File: src/rtl/align_pkg.sv
package align_pkg;

    localparam int CPU_ADDR_W = 16;
    localparam int LANE_W     = 8;
    localparam int NUM_LANES  = 2;
    localparam int DATA_W     = LANE_W * NUM_LANES;
    localparam int MEM_ADDR_W = CPU_ADDR_W - 1;

    // Kind of access implied by size flag and lowest address bit
    typedef enum logic [1:0] {
        ACC_WORD,
        ACC_LOW_BYTE,
        ACC_HIGH_BYTE,
        ACC_MISALIGNED
    } acc_kind_e;

    // Source chosen for one destination lane
    typedef enum logic [1:0] {
        SRC_ZERO,
        SRC_LOW,
        SRC_HIGH
    } lane_src_e;

    typedef struct packed {
        lane_src_e [NUM_LANES-1:0] rd_src;
        lane_src_e [NUM_LANES-1:0] wr_src;
        logic      [NUM_LANES-1:0] lane_en;
        logic                      fault;
    } steer_t;

    function automatic acc_kind_e classify(input logic byte_mode, input logic lsb);
        acc_kind_e k;
        case ({byte_mode, lsb})
            2'b00:   k = ACC_WORD;
            2'b01:   k = ACC_MISALIGNED;
            2'b10:   k = ACC_LOW_BYTE;
            default: k = ACC_HIGH_BYTE;
        endcase
        return k;
    endfunction

    function automatic steer_t steer_for(input acc_kind_e kind);
        steer_t s;
        s.fault   = 1'b0;
        s.lane_en = '0;
        s.rd_src  = {SRC_ZERO, SRC_ZERO};
        s.wr_src  = {SRC_ZERO, SRC_ZERO};
        case (kind)
            ACC_WORD: begin
                s.rd_src  = {SRC_HIGH, SRC_LOW};
                s.wr_src  = {SRC_HIGH, SRC_LOW};
                s.lane_en = 2'b11;
            end
            ACC_LOW_BYTE: begin
                s.rd_src  = {SRC_ZERO, SRC_LOW};
                s.wr_src  = {SRC_LOW, SRC_LOW};
                s.lane_en = 2'b01;
            end
            ACC_HIGH_BYTE: begin
                s.rd_src  = {SRC_ZERO, SRC_HIGH};
                s.wr_src  = {SRC_LOW, SRC_LOW};
                s.lane_en = 2'b10;
            end
            default: begin
                s.fault = 1'b1;
            end
        endcase
        return s;
    endfunction

endpackage

File: src/rtl/align_decode.sv
module align_decode
    import align_pkg::*;
(
    input  logic   wr,
    input  logic   byte_mode,
    input  logic   addr_lsb,
    output steer_t steer
);

    acc_kind_e kind;
    steer_t    raw;

    always_comb begin
        kind  = classify(byte_mode, addr_lsb);
        raw   = steer_for(kind);
        steer = raw;
        // byte enables only qualify stores
        steer.lane_en = wr ? raw.lane_en : '0;
    end

endmodule

File: src/rtl/align_lane_mux.sv
module align_lane_mux
    import align_pkg::*;
#(
    parameter int W = LANE_W
) (
    input  lane_src_e      sel,
    input  logic [W-1:0]   lo,
    input  logic [W-1:0]   hi,
    output logic [W-1:0]   y
);

    always_comb begin
        case (sel)
            SRC_LOW:  y = lo;
            SRC_HIGH: y = hi;
            default:  y = '0;
        endcase
    end

endmodule

File: src/rtl/align_net.sv
module align_net
    import align_pkg::*;
(
    input  logic [CPU_ADDR_W-1:0] cpu_addr,
    input  logic                  wr,
    input  logic                  byte_mode,
    input  logic [DATA_W-1:0]     cpu_wdata,
    input  logic [DATA_W-1:0]     mem_rdata,
    output logic [DATA_W-1:0]     cpu_rdata,
    output logic [DATA_W-1:0]     mem_wdata,
    output logic [MEM_ADDR_W-1:0] mem_addr,
    output logic [NUM_LANES-1:0]  mem_be,
    output logic                  fault
);

    steer_t steer;

    align_decode u_dec (
        .wr        (wr),
        .byte_mode (byte_mode),
        .addr_lsb  (cpu_addr[0]),
        .steer     (steer)
    );

    assign mem_addr = cpu_addr[CPU_ADDR_W-1:1];
    assign mem_be   = steer.lane_en;
    assign fault    = steer.fault;

    for (genvar g = 0; g < NUM_LANES; g++) begin : g_lane
        align_lane_mux #(.W(LANE_W)) u_rd_mux (
            .sel (steer.rd_src[g]),
            .lo  (mem_rdata[LANE_W-1:0]),
            .hi  (mem_rdata[DATA_W-1:LANE_W]),
            .y   (cpu_rdata[g*LANE_W +: LANE_W])
        );
        align_lane_mux #(.W(LANE_W)) u_wr_mux (
            .sel (steer.wr_src[g]),
            .lo  (cpu_wdata[LANE_W-1:0]),
            .hi  (cpu_wdata[DATA_W-1:LANE_W]),
            .y   (mem_wdata[g*LANE_W +: LANE_W])
        );
    end

endmodule

File: config.mk
export PLATFORM = sky130hd
export DESIGN_NAME = align_net
export DESIGN_NICKNAME = d
export VERILOG_FILES = /design/src/rtl/align_pkg.sv /design/src/rtl/align_decode.sv /design/src/rtl/align_lane_mux.sv /design/src/rtl/align_net.sv
export SDC_FILE = /design/constraint.sdc
export NUM_CORES = 1
export LEC_CHECK = 0
export BUFFER_PORTS_ARGS = -buffer_cell sky130_fd_sc_hd__buf_4
export CAP_MARGIN = 20
export CELL_PAD_IN_SITES_DETAIL_PLACEMENT = 1
export CELL_PAD_IN_SITES_GLOBAL_PLACEMENT = 1
export CORE_MARGIN = 2
export CORE_UTILIZATION = 15
export DETAILED_ROUTE_END_ITERATION = 8
export GPL_ROUTABILITY_DRIVEN = 0
export MAX_ROUTING_LAYER = met4
export PLACE_DENSITY = 0.85
export SLEW_MARGIN = 20
export SYNTH_ARGS = -nofsm -noshare
export SYNTH_HDL_FRONTEND = slang
export SYNTH_SLANG_ARGS = --single-unit
File: constraint.sdc
create_clock -name vclk -period 1.15
set_clock_uncertainty 0.2 [all_clocks]
set_input_delay 0.0575 -clock vclk [all_inputs]
set_output_delay 0.0575 -clock vclk [all_outputs]
set_load 0.05 [all_outputs]
==> metrics.cfg <==
[run_status]
status=finished with violations
violations=negative setup slack

[floorplanning]
core-area_mm2=0.003943
die_y_um=67.67
initial_core_util_pct=15.42
io_pins=100
rows=23
dieArea_mm2=0.004579
die_x_um=67.67

[place]
port_buffers=70
dp_hpwl_um=2416
placed_area_mm2=0.001529

[grt]
grt_util_all_layers_pct=13.50
grt_pass1_wl_um=4657
overflow=0
grt_start_max_net_pins=19
grt_pass1_vias=1028
antenna_found_initial=0

[detailed_routing]
drt-initial-drc-count=3
detail_route.wl_per_cell_um=14.25
totalWireLength_um=3291
drc=0
ant_nets=0
vias_per_cell=4.242
vias=980
drt_pass1_iterations=3

[power]
p_leak_nw=1.066
ir_drop_mv=0.2660
clock_power_share_pct=0
swShare_pct=55.71
power.density_mw_per_mm2=633.3
power_mw=1.315
p_comb_share_pct=100.0
switchingPower_mw=0.7324
seqPwrFrac_pct=0
p_int_mw=0.5822

[critical_path]
critPathArrivalTime_ps=1020
path_buf_inv=4
path_depth=7
worst_setup_path_end_kind=output pin
cp_cell_sequence=buf_8, inv_6, ha_4, xnor2_4, buf_12, o22ai_4, buf_6
crit_family=buffers and inverters
slowest_delay_ps=210
path_class=in -> out
crit_fanout=6
cp.required_ps=890
cp-start-kind=input port
cpMaxStageDelayCell=ha_4

[cells_and_area]
final_util_pct=52.65
nFillCells=419
final_cell_mix=buf_4 (55), buf_6 (27), nand2b_4 (16), dlymetal6s4s_1 (15)
mostFrequentLayoutCell=buf_4
drive_gt1_share_pct=86.74
design.seq.count=0
finalNetCount=238
area_delta_synth_final_pct=241.4
clkbuf_count=0
finalInstanceArea_mm2=0.002076
antenna_cells=0
final-seq-area_um2=0

[hold_path]
hold_depth=4
min_to=cpu_rdata[3]
hold_start=mem_rdata[3]
hold_path_class=in -> out

[synth]
yosys.area.top_type=buf_4
netlist_area_um2=608.1
syn-num-nets=149
postSynthCellCount=94
synth_cell_types=15
synth_top_area_share_pct=19.75
synth-seq-area-share_pct=0
yosys_warnings=0
synthTopCellsByArea=buf_4 (20%), nand2b_1 (16%), ha_1 (10%)
avgSynthCellArea_um2=6.469

[sta]
setup_slack_ps=-125.3
maxSlewViolCount=0
finalSetupTns_ps=-1270
worstMarginPinSlew_ps=546.2
finalHoldViolations=0
slew_headroom_pct=63.74
rsz0062_at_grt=yes
fin_crit_ps=1275
clock.fmax_mhz=784.1
holdWs_ps=287.9
period_share_pct=110.9
setup_viol=18

[flow_run]
drv_cap=0

metal layers:
| metal | vias up | global-route usage (%) | routed length [µm] |
|---|---|---|---|
| li1 | 463 | - | - |
| met3 | 4 | 0.8333 | 227 |
| met2 | 51 | 28.68 | 2003 |
| met4 | 0 | 2.041 | 50 |
| met5 | - | - | 0 |
| met1 | 462 | 13.21 | 1010 |
worst min-delay path: cells and delay by family:
| family | cells | cell delay, ps |
|---|---|---|
| AND/OR/NAND/NOR | 1 | 60 |
| AO/OA/AOI/OAI | 1 | 40 |
| buffers and inverters | 2 | 260 |
how the worst max path moves through the flow:
stage,start,to
3_3_place_gp,byte_mode,mem_wdata[10]
2_1_floorplan,cpu_addr[0],mem_wdata[10]
6_report,byte_mode,mem_wdata[10]
5_1_grt,byte_mode,mem_wdata[11]
4_1_cts,cpu_addr[0],mem_wdata[11]
3_5_place_dp,byte_mode,mem_wdata[9]
per-stage QoR:
stage	instances	setup slack (ps)
6_report	231	-125.3
5_1_grt	231	-159.9
4_1_cts	230	-152.7
3_5_place_dp	213	-321.3
3_3_place_gp	213	-269.3
2_1_floorplan	94	-272.9
power by group through the flow:
stage,Clock (mW),Combinational [mW],Sequential [mW]
2_1_floorplan,0,0.783,0
3_3_place_gp,0,0.978,0
3_5_place_dp,0,0.992,0
4_1_cts,0,1.28,0
5_1_grt,0,1.37,0
6_report,0,1.31,0
cells by family after synthesis:
family	synth area share (%)
compound gates	15.64
buf+inv	25.93
simple gates	45.47
xor+xnor	2.676
fa+ha+maj	10.29
Yosys cell counts:
master	instances
o21ai_1	1
clkbuf_1	2
nand2b_1	16
o22ai_1	6
nand3b_1	1
buf_6	2
ha_1	5
nand2_1	15
buf_4	16
a21oi_1	8
nor2b_1	10
o22ai_2	1
inv_1	2
xnor2_2	1
and2_1	8
layout make-up:
cell class	instances	area [µm²]	area share (%)
repair buffers	107	1080	52.02
multi-input cells	72	918.4	44.24
well taps	50	62.56	3.014
inverters	2	15.01	0.7233
what timing repair did:
item                                    CTS  global route
cloned                                    0             0
setup buffers                             2             1
endpoints found under the hold margin    15             0
hold buffers                             15             0
pin swaps                                 6             2
endpoints found under the setup margin   34            47
resized for setup                        63            28
Power figures use the tool's default switching activity.
